==> config.mk <==
export PLATFORM = sky130hd
export DESIGN_NAME = mabus_front
export DESIGN_NICKNAME = d
export VERILOG_FILES = /design/src/rtl/mabus_pkg.sv /design/src/rtl/mabus_ctrl.sv /design/src/rtl/mabus_datapath.sv /design/src/rtl/mabus_front.sv
export SDC_FILE = /design/constraint.sdc
export NUM_CORES = 1
export LEC_CHECK = 0
export ABC_AREA = 1
export BUFFER_PORTS_ARGS = -buffer_cell sky130_fd_sc_hd__buf_2
export CORE_MARGIN = 1
export CORE_UTILIZATION = 48
export DETAILED_ROUTE_END_ITERATION = 12
export GPL_ROUTABILITY_DRIVEN = 0
export GPL_TIMING_DRIVEN = 1
export PLACE_DENSITY = 0.77
export SETUP_SLACK_MARGIN = 0.4
export SLEW_MARGIN = 20
export SYNTH_ARGS = -nofsm -noshare
export SYNTH_HDL_FRONTEND = slang
export SYNTH_SLANG_ARGS = --single-unit
==> constraint.sdc <==
create_clock -name clk -period 1.56 [get_ports clk]
set_input_delay 0.312 -clock clk [delete_from_list [all_inputs] [get_ports clk]]
set_output_delay 0.312 -clock clk [all_outputs]
set_load 0.02 [all_outputs]
==> src/rtl/mabus_pkg.sv <==
package mabus_pkg;

  // Strobes passed from the control half to the datapath half.
  typedef struct packed {
    logic latchOpen;  // address latch transparent this cycle
    logic takeRead;   // a read request is being issued
    logic takeWrite;  // a write request is being issued
    logic driveBus;   // shared lines carry read data
  } mabus_strobes_t;

endpackage

==> src/rtl/mabus_ctrl.sv <==
module mabus_ctrl
  import mabus_pkg::*;
(
  input  logic           clk,
  input  logic           rstN,
  input  logic           addrStbN,
  input  logic           dataStbN,
  input  logic           chipEn,
  input  logic           readNotWrite,
  output mabus_strobes_t ctl,
  output logic           rdReq,
  output logic           wrReq,
  output logic           standby,
  output logic           adBusOe
);

  // Sampled copies of the bus controls and the previous data strobe.
  logic asQ, dsQ, ceQ, rwQ, dsPrevQ;
  logic rdEdge, wrEdge;

  always_ff @(posedge clk or negedge rstN) begin
    if (!rstN) begin
      asQ     <= 1'b1;
      dsQ     <= 1'b1;
      ceQ     <= 1'b0;
      rwQ     <= 1'b1;
      dsPrevQ <= 1'b1;
    end else begin
      asQ     <= addrStbN;
      dsQ     <= dataStbN;
      ceQ     <= chipEn;
      rwQ     <= readNotWrite;
      dsPrevQ <= dsQ;
    end
  end

  // Falling data strobe starts a read; rising data strobe ends a write.
  always_comb begin
    rdEdge = dsPrevQ && !dsQ && ceQ && rwQ;
    wrEdge = !dsPrevQ && dsQ && ceQ && !rwQ;
  end

  always_ff @(posedge clk or negedge rstN) begin
    if (!rstN) begin
      rdReq <= 1'b0;
      wrReq <= 1'b0;
    end else begin
      rdReq <= rdEdge;
      wrReq <= wrEdge;
    end
  end

  always_comb begin
    ctl.latchOpen = !asQ;
    ctl.takeRead  = rdEdge;
    ctl.takeWrite = wrEdge;
    ctl.driveBus  = ceQ && rwQ && !dsQ;
  end

  assign adBusOe = ctl.driveBus;
  assign standby = !ceQ && asQ;

endmodule

==> src/rtl/mabus_datapath.sv <==
module mabus_datapath
  import mabus_pkg::*;
#(
  parameter int LO_W = 8,
  parameter int HI_W = 5,
  localparam int ADDR_W = LO_W + HI_W
) (
  input  logic              clk,
  input  logic              rstN,
  input  mabus_strobes_t    ctl,
  input  logic [LO_W-1:0]   adBusIn,
  input  logic [HI_W-1:0]   hiAddr,
  input  logic [LO_W-1:0]   memRdData,
  output logic [ADDR_W-1:0] latchedAddr,
  output logic [ADDR_W-1:0] reqAddr,
  output logic [LO_W-1:0]   wrData,
  output logic [LO_W-1:0]   adBusOut
);

  logic [LO_W-1:0]   loQ, loPrevQ;
  logic [HI_W-1:0]   hiQ;
  logic [ADDR_W-1:0] addrQ, reqAddrQ;
  logic [LO_W-1:0]   wrDataQ;

  // Input sampling, aligned with the control sampling stage.
  always_ff @(posedge clk or negedge rstN) begin
    if (!rstN) begin
      loQ     <= '0;
      loPrevQ <= '0;
      hiQ     <= '0;
    end else begin
      loQ     <= adBusIn;
      loPrevQ <= loQ;
      hiQ     <= hiAddr;
    end
  end

  // Address latch: follows the lines while open, holds otherwise.
  always_ff @(posedge clk or negedge rstN) begin
    if (!rstN) addrQ <= '0;
    else if (ctl.latchOpen) addrQ <= {hiQ, loQ};
  end

  // Request address is taken from the latch before any new address lands.
  always_ff @(posedge clk or negedge rstN) begin
    if (!rstN) reqAddrQ <= '0;
    else if (ctl.takeRead || ctl.takeWrite) reqAddrQ <= addrQ;
  end

  // Write byte is the one seen while the data strobe was still low.
  always_ff @(posedge clk or negedge rstN) begin
    if (!rstN) wrDataQ <= '0;
    else if (ctl.takeWrite) wrDataQ <= loPrevQ;
  end

  assign latchedAddr = addrQ;
  assign reqAddr     = reqAddrQ;
  assign wrData      = wrDataQ;
  assign adBusOut    = ctl.driveBus ? memRdData : '0;

endmodule

==> src/rtl/mabus_front.sv <==
module mabus_front
  import mabus_pkg::*;
#(
  parameter int LO_W = 8,
  parameter int HI_W = 5,
  localparam int ADDR_W = LO_W + HI_W
) (
  input  logic              clk,
  input  logic              rstN,
  input  logic [LO_W-1:0]   adBusIn,
  output logic [LO_W-1:0]   adBusOut,
  output logic              adBusOe,
  input  logic [HI_W-1:0]   hiAddr,
  input  logic              addrStbN,
  input  logic              dataStbN,
  input  logic              chipEn,
  input  logic              readNotWrite,
  input  logic [LO_W-1:0]   memRdData,
  output logic [ADDR_W-1:0] latchedAddr,
  output logic              rdReq,
  output logic              wrReq,
  output logic [LO_W-1:0]   wrData,
  output logic [ADDR_W-1:0] reqAddr,
  output logic              planeSel,
  output logic              standby
);

  mabus_strobes_t ctl;

  mabus_ctrl u_ctrl (
    .clk          (clk),
    .rstN         (rstN),
    .addrStbN     (addrStbN),
    .dataStbN     (dataStbN),
    .chipEn       (chipEn),
    .readNotWrite (readNotWrite),
    .ctl          (ctl),
    .rdReq        (rdReq),
    .wrReq        (wrReq),
    .standby      (standby),
    .adBusOe      (adBusOe)
  );

  mabus_datapath #(.LO_W(LO_W), .HI_W(HI_W)) u_dp (
    .clk         (clk),
    .rstN        (rstN),
    .ctl         (ctl),
    .adBusIn     (adBusIn),
    .hiAddr      (hiAddr),
    .memRdData   (memRdData),
    .latchedAddr (latchedAddr),
    .reqAddr     (reqAddr),
    .wrData      (wrData),
    .adBusOut    (adBusOut)
  );

  // The top address bit selects the plane.
  assign planeSel = reqAddr[ADDR_W-1];

endmodule

# Word level (Yosys, flattened, before mapping)
# Cells that the tools add are included.
# totals
regBits	62
input_bits	27
# op_classes
n_mux	1
reduce_logical	14
# ops
operator	count
$logic_and 1x1->1	9
$mux 8	1
$logic_not 1->1	4
$logic_or 1x1->1	1

# Logic depth before layout (Yosys ltp)
# Gate-level depths: netlist of the first run.
# depth
ltp_word	5
mapped_depth	7

# Cells and area by module
# Synthesis of the first run repeated with hierarchy kept, for this count alone.
# hier_totals
cells_unflattened	202
area_unflattened_um2	2229.6
# by_module_without_submodules
module	instances	cells_each	area_each_um2
mabus_datapath	1	182	1970.6
mabus_ctrl	1	19	251.5
mabus_front	1	1	7.5

# Worst setup path before layout of the first run
# Ideal clock, no wire load.
# synth_timing
path_type	reg2out
from	register u_ctrl.asQ
to	output standby
arrival_ns	1.105
required_ns	1.248
slack_ns	0.143
stages_incl_launch_ff	4
path_buffers	1
cell_sequence	dfstp_2 -> inv_1 -> clkbuf_1 -> nor2_1
# synth_between
elab_chain_len	1
# synth_rtl
item	line_no	source
from (decl)	mabus_ctrl.sv:18	logic asQ, dsQ, ceQ, rwQ, dsPrevQ;
from (signal assigned)	mabus_ctrl.sv:29	asQ <= addrStbN;
$logic_and 1x1->1	mabus_ctrl.sv:61	assign standby = !ceQ && asQ;
to (decl)	mabus_front.sv:25	output logic standby
# No other way between the ends.

# Worst setup path in the final report of the first run
# layout_timing
from	register u_ctrl.rwQ
to	output adBusOut[2]
# layout_between
elab_chain_len	3
# layout_rtl
item	line_no	source
from (decl)	mabus_ctrl.sv:18	
from (signal assigned)	mabus_ctrl.sv:32	rwQ <= readNotWrite;
$logic_and 1x1->1 (2 in series)	mabus_ctrl.sv:57	ctl.driveBus = ceQ && rwQ && !dsQ;
$mux 8	mabus_datapath.sv:59	assign adBusOut = ctl.driveBus ? memRdData : '0;
to (decl)	mabus_front.sv:11	output logic [LO_W-1:0] adBusOut,
# No other way between the ends.

==> summary.md, run 1 <==
| Metric | Value |
|---|---|
| Critical Path Fanout Max | 5 |
| PD cells | 1192 nW/um^2 |
| Total Routing Usage GR | 0.2631 |
| H-tree levels | 3 |
| Crit path DAT | 1.37 ns |
| Initial DRC Count | 203 |
| Worst r2r dst | u_dp.reqAddr[2]$_DFFE_PN0P_ |
| Mapped Nets | 227 |
| Share of layout cells above drive strength 1 | 0.5438 |
| N_diodes | 0 |
| Failing checks | setup timing |
| Worst setup path class | reg -> out |
| Synth cell types | 12 |
| WL/cell | 19.08 um |
| CTS root buf | clkbuf_8 |
| Tcrit/Tclk final | 1.081 |
| Clock Latency Late Sink | 0.34 ns |
| Vias in the first global route | 1818 |
| Max-Cap Viols | 0 |
| Drt pass-1 iters | 6 |
| Initial Util | 0.5144 |
| Status | finished with violations |
| Clock period minus worst slack | 1.686 ns |
| Fin nets | 354 |
| Reg2Reg Depth | 7 |
| #FFs+latches synth | 62 |
| CP Data Required Time | 1.25 ns |
| Clock transition at path regs | 0.07 ns |
| CTS buffer count | 9 |
| RSZ-0062 raised after global routing | yes |
| Slew headroom | 0.7838 |
| Die Height | 68.41 um |
| Initial antenna violation count | 0 |
| Via count | 1957 |
| Largest net degree at the start of global routing | 63 |
| Core area | 4115 um^2 |
| Utilization after layout | 0.8878 |
| Synth warn | 0 |
| Clock skew | 0.01198 ns |
| CTS sink count | 62 |
| First-pass GRT wire length | 8383 um |
| Post-route ant nets | 0 |
| Drt drc | 0 |
| Critical Path End | adBusOut[2] |
| Die area | 4680 um^2 |
| Final hold slack | 0.06882 ns |
| Gr ovfl total | 0 |
| Leak pwr | 1.959 nW |
| Final wirelength | 7271 um |
| Io pins | 74 |
| RR Startpoint | u_ctrl.rwQ$_DFF_PN1_ |
| Reg area | 1558 um^2 |
| IO buf count | 73 |
| Min-delay worst type | in -> reg |
| Seq/Total Area, Yosys | 0.7352 |
| CTS tree | built |
| Worst Setup End Kind | primary output |
| Clock Path Buffers | 2 |
| Multi-input gate area | 693.2 um^2 |
| Std-Cell Rows | 23 |
| Final HPWL DP | 2914 um |
| Maximum VDD drop | 778.0 uV |
| Slew Viols, Final | 0 |
| Die X | 68.41 um |
| Cells after Synth | 200 |
| Critical Path Source Type | flop |
| Slew @ Worst Pin | 0.3243 ns |
| Area grow syn2layout | 72.58% |
| Vias per cell | 5.136 |
| PnR worst setup slack | -0.1256 ns |
| Fin. Hold Viols | 0 |
| FMAX | 593.3 MHz |
| Syn_area_per_cell | 10.59 um^2 |
| CP startpoint | u_ctrl.rwQ$_DFF_PN1_ |
| Synth Cell Area | 2117 um^2 |
| FF-to-FF setup slack | 0.04 ns |
| Setup violations, final | 9 |
| Fillers | 164 |
==> layout make-up <==
type	instances	share of cell area
inverter	14	0.01712
multi-input combinational	118	0.1897
timing repair buffer	122	0.3038
tap	50	0.01712
clock inverter	1	0.001370
clock buffer	14	0.04452
sequential	62	0.4264
==> cell usage in the layout, fill, tap and decap left out, types with 3 or more instances in the layout <==
master and instances:
nand3_1 12, clkbuf_8 11, buf_2 26, inv_1 10
clkbuf_1 3, nand2_2 15, nand2_4 8, nor2_4 9
dfrtp_1 57, nand2_1 68, buf_4 35, dfstp_2 4
buf_6 57
==> kinds of logic (layout without fill, tap and decap cells) <==
kind of cell,count (synthesis),in the layout,synth area share
AND/OR/NAND/NOR,117,118,0.2222
buffers and inverters,21,151,0.04255
flip-flops,62,62,0.7352
==> cells in the mapped netlist, drive strengths merged <==
cell    count  area, um^2
nand4       1       12.51
clkbuf      2       7.510
nor2       10       37.54
dfstp       4       105.1
nand3      14       70.07
buf         5       30.02
inv        14       52.55
nand2      92       350.3
dfrtp      58        1451
==> state kept, by name, indices dropped and copies added (netlist names) <==
| signal | cells |
|---|---|
| u_dp.wrData | 8 |
| u_ctrl.dsPrevQ | 1 |
| u_ctrl.dsQ | 1 |
| u_dp.hiQ | 5 |
| u_ctrl.rdReq | 1 |
| u_ctrl.rwQ | 1 |
| u_ctrl.asQ | 1 |
| u_dp.latchedAddr | 13 |
| u_ctrl.ceQ | 1 |
| u_dp.loPrevQ | 8 |
| u_ctrl.wrReq | 1 |
| u_dp.loQ | 8 |
| u_dp.reqAddr | 13 |
==> stage by stage <==
stage | instance area (um^2) | cells | setup TNS [ns] | setup slack (ns) | power [mW]
after floorplan | 2198 | 200 | 0 | 0.2711 | 2.271
after global placement | 2653 | 323 | 0 | 0.1772 | 2.522
after detailed placement | 2653 | 323 | 0 | 0.1463 | 2.543
after CTS | 3363 | 365 | -0.6442 | -0.1002 | 4.092
after global routing | 3654 | 381 | -1.094 | -0.1456 | 4.516
final | 3654 | 381 | -0.9659 | -0.1256 | 4.354
==> what timing repair did <==
| action | in CTS | in global routing |
|---|---|---|
| gates cloned | 1 | 1 |
| buffers inserted | 25 | 15 |
| hold buffers | 1 | 0 |
| hold endpoints to repair | 52 | 0 |
| resized for setup | 105 | 45 |
| pin swaps | 4 | 6 |
| setup endpoints to repair | 66 | 81 |
==> critical path, cell delays in order, from the launching register on <==
cell and delay [ns]:
dfstp_2 0.60, nand3_4 0.18, nor2_4 0.13, buf_6 0.12
==> where the power goes <==
part           switching, mW  internal [mW]
Clock                  0.617          0.655
Combinational          0.550          0.586
Sequential             0.159           1.79
==> metal layers <==
layer  GRT usage  up-vias  part of all wire
met2      0.4412       97              0.55
met5           0        -                 0
met3     0.06000       25             0.057
li1            -      859                 -
met4      0.1589        0             0.032
met1      0.3049      976              0.36
==> worst min path at each step <==
stage / start / endpoint / slack (ns) / cells past startpoint
after floorplan: rstN / u_ctrl.ceQ$_DFF_PN0_ / 0.02 / 0
after global placement: rstN / u_dp.wrData[0]$_DFFE_PN0P_ / 0.34 / 2
after detailed placement: rstN / u_dp.wrData[1]$_DFFE_PN0P_ / 0.34 / 2
after CTS: readNotWrite / u_ctrl.rwQ$_DFF_PN1_ / 0.07 / 1
after global routing: adBusIn[7] / u_dp.loQ[7]$_DFF_PN0_ / 0.07 / 1
final: readNotWrite / u_ctrl.rwQ$_DFF_PN1_ / 0.07 / 1
Note: power is estimated with default switching activity, not from simulation.
==> run 2: changes to the inputs <==
Settings changed: CORE_UTILIZATION 48 to 30, PLACE_DENSITY 0.77 to default.
==> run 2 against run 1 <==
Compared with the run above: the flow still finishes with violations (setup timing); non-clock buffer count increased by 6; total power up 5.6%; utilization is 34 points lower; clock power increased by 26%; flip-flop and latch count did not move; clock-buffer cell count is 3 lower; die area rose by 58%; setup slack better by 0.027 ns; critical path depth is 1 higher; fmax grew 1.6%; hold slack gained 0.0046 ns; critical endpoint is now adBusOut[1]; largest power group unchanged.
==> summary.md, run 2 (synthesis results as in run 1) <==
| Metric | Value |
|---|---|
| Slew headroom | 0.7695 |
| Final hold slack | 0.07339 ns |
| Clock Latency Late Sink | 0.34 ns |
| First-pass GRT wire length | 8549 um |
| Clock Path Buffers | 2 |
| Status | finished with violations |
| Drt pass-1 iters | 4 |
| Fin nets | 360 |
| Crit path DAT | 1.35 ns |
| CP Data Required Time | 1.25 ns |
| Fin. Hold Viols | 0 |
| Worst setup path class | reg -> out |
| Drt drc | 0 |
| Total power | 4.596 mW |
| CTS buffer count | 9 |
| PD cells | 1225 nW/um^2 |
| Share of layout cells above drive strength 1 | 0.5207 |
| Critical Path Max Stage Delay | 0.56 ns |
| Die X | 86.01 um |
| Via count | 1801 |
| Largest net degree at the start of global routing | 26 |
| Fillers | 578 |
| Worst Setup End Kind | primary output |
| Core area | 6794 um^2 |
| Most common cell after layout, fill and taps aside | nand2_1 |
| Initial Util | 0.3116 |
| Maximum VDD drop | 664.3 uV |
| Tcrit/Tclk final | 1.063 |
| Vias per cell | 4.150 |
| Std-Cell Rows | 30 |
| Post-route cell area | 3752 um^2 |
| PnR worst setup slack | -0.09848 ns |
| Post-route ant nets | 0 |
| Most frequent cells in the layout | nand2_1, dfrtp_1, buf_6 |
| Vias in the first global route | 1827 |
| Slowest cell on crit path | dfstp_2 |
| WL/cell | 12.21 um |
| Setup violations, final | 9 |
| IO buf count | 73 |
| Io pins | 74 |
| RSZ-0062 raised after global routing | yes |
| Area grow syn2layout | 77.25% |
| Slew Viols, Final | 0 |
| Min-delay worst type | in -> reg |
| Gr ovfl total | 0 |
| CTS root buf | clkbuf_8 |
| Failing checks | setup timing |
| Critical Path Source Type | flop |
| Placed cell area | 2738 um^2 |
| Clock transition at path regs | 0.06 ns |
| Slew @ Worst Pin | 0.3449 ns |
| Leak pwr | 1.982 nW |
| Final wirelength | 5299 um |
| CTS sink count | 62 |
| Initial DRC Count | 42 |
| Critical path, cell by cell | nand3_4 -> buf_12 -> nor2_4 -> buf_6 |
| H-tree levels | 3 |
| Max-Cap Viols | 0 |
| N_diodes | 0 |
| Clock skew | 0.006675 ns |
| Final HPWL DP | 3290 um |
| Setup_tns | -0.7633 ns |
| Die Height | 86.01 um |
| Critical Path Fanout Max | 6 |
| Initial antenna violation count | 0 |
| FMAX | 603.0 MHz |
| FF-to-FF setup slack | 0.06 ns |
| Total Routing Usage GR | 0.1577 |
| Clock period minus worst slack | 1.658 ns |
| CTS tree | built |
| Die area | 7397 um^2 |
-- run 2: cell types whose count changed in the layout (fill, tap and decap cells not counted), moves of 2 or more --
cell / before / now
nand2_4: 8 / 4
buf_6: 57 / 51
clkbuf_1: 3 / 0
nand2_2: 15 / 7
nand2_1: 68 / 81
buf_4: 35 / 44
buf_8: 0 / 2
inv_2: 2 / 4
bufinv_16: 0 / 2
-- run 2: final cells by class --
cell class / instances / area [um^2] / area share
Sequential cell: 62 / 1556 / 0.4148
Timing Repair Buffer: 128 / 1162 / 0.3098
Tap cell: 96 / 120.1 / 0.03201
Inverter: 14 / 65.06 / 0.01734
Clock inverter: 5 / 81.33 / 0.02167
Multi-Input combinational cell: 118 / 615.6 / 0.1641
Clock buffer: 11 / 151.4 / 0.04035
-- run 2: timing repair --
action | CTS | global route
hold endpoints to repair | 6 | 0
gates cloned | 2 | 0
hold buffers | 1 | 0
pin swaps | 1 | 0
buffers inserted | 31 | 13
endpoints found under the setup margin | 69 | 70
gates resized for setup | 116 | 10
-- run 2: worst max-delay path: cells and delay by family, from the launching register on --
kind | cells | cell delay (ns)
buf+inv | 2 | 0.29
flops | 1 | 0.56
simple gates | 2 | 0.17
-- run 2: per-layer routing --
layer	vias up	routed length, um	global-route usage
met5	-	0	0
met4	0	68	0.04848
met3	8	289	0.06737
met2	60	2708	0.2597
met1	856	2233	0.1870
li1	877	-	-
-- run 2: report_power, final --
part | leakage (nW) | switching, mW | internal [mW] | total (mW)
Clock | 0.116 | 0.615 | 0.986 | 1.60
Combinational | 1.12 | 0.488 | 0.591 | 1.08
Sequential | 0.750 | 0.130 | 1.79 | 1.92
-- run 2: path summary, 6_finish.rpt --
| path | startpoint | to | cells after the start |
|---|---|---|---|
| max in group asynchronous | rstN | u_ctrl.asQ$_DFF_PN1_ | 3 |
| hold / removal | dataStbN | u_ctrl.dsQ$_DFF_PN1_ | 1 |
| min in group asynchronous | rstN | u_dp.hiQ[0]$_DFF_PN0_ | 2 |
| setup reg to reg | u_ctrl.rwQ$_DFF_PN1_ | u_dp.reqAddr[3]$_DFFE_PN0P_ | 5 |
| setup / recovery | u_ctrl.rwQ$_DFF_PN1_ | adBusOut[1] | 4 |
| hold reg to reg | u_dp.loQ[1]$_DFF_PN0_ | u_dp.loPrevQ[1]$_DFF_PN0_ | 0 |
-- run 2: metrics by stage --
| stage | cells | worst slack (ns) | util |
|---|---|---|---|
| 2_1_floorplan | 200 | 0.2711 | - |
| 3_3_place_gp | 371 | 0.1660 | 0.4029 |
| 3_5_place_dp | 371 | 0.1402 | 0.4029 |
| 4_1_cts | 421 | -0.1122 | 0.5328 |
| 5_1_grt | 434 | -0.1672 | 0.5523 |
| 6_report | 434 | -0.09848 | 0.5523 |
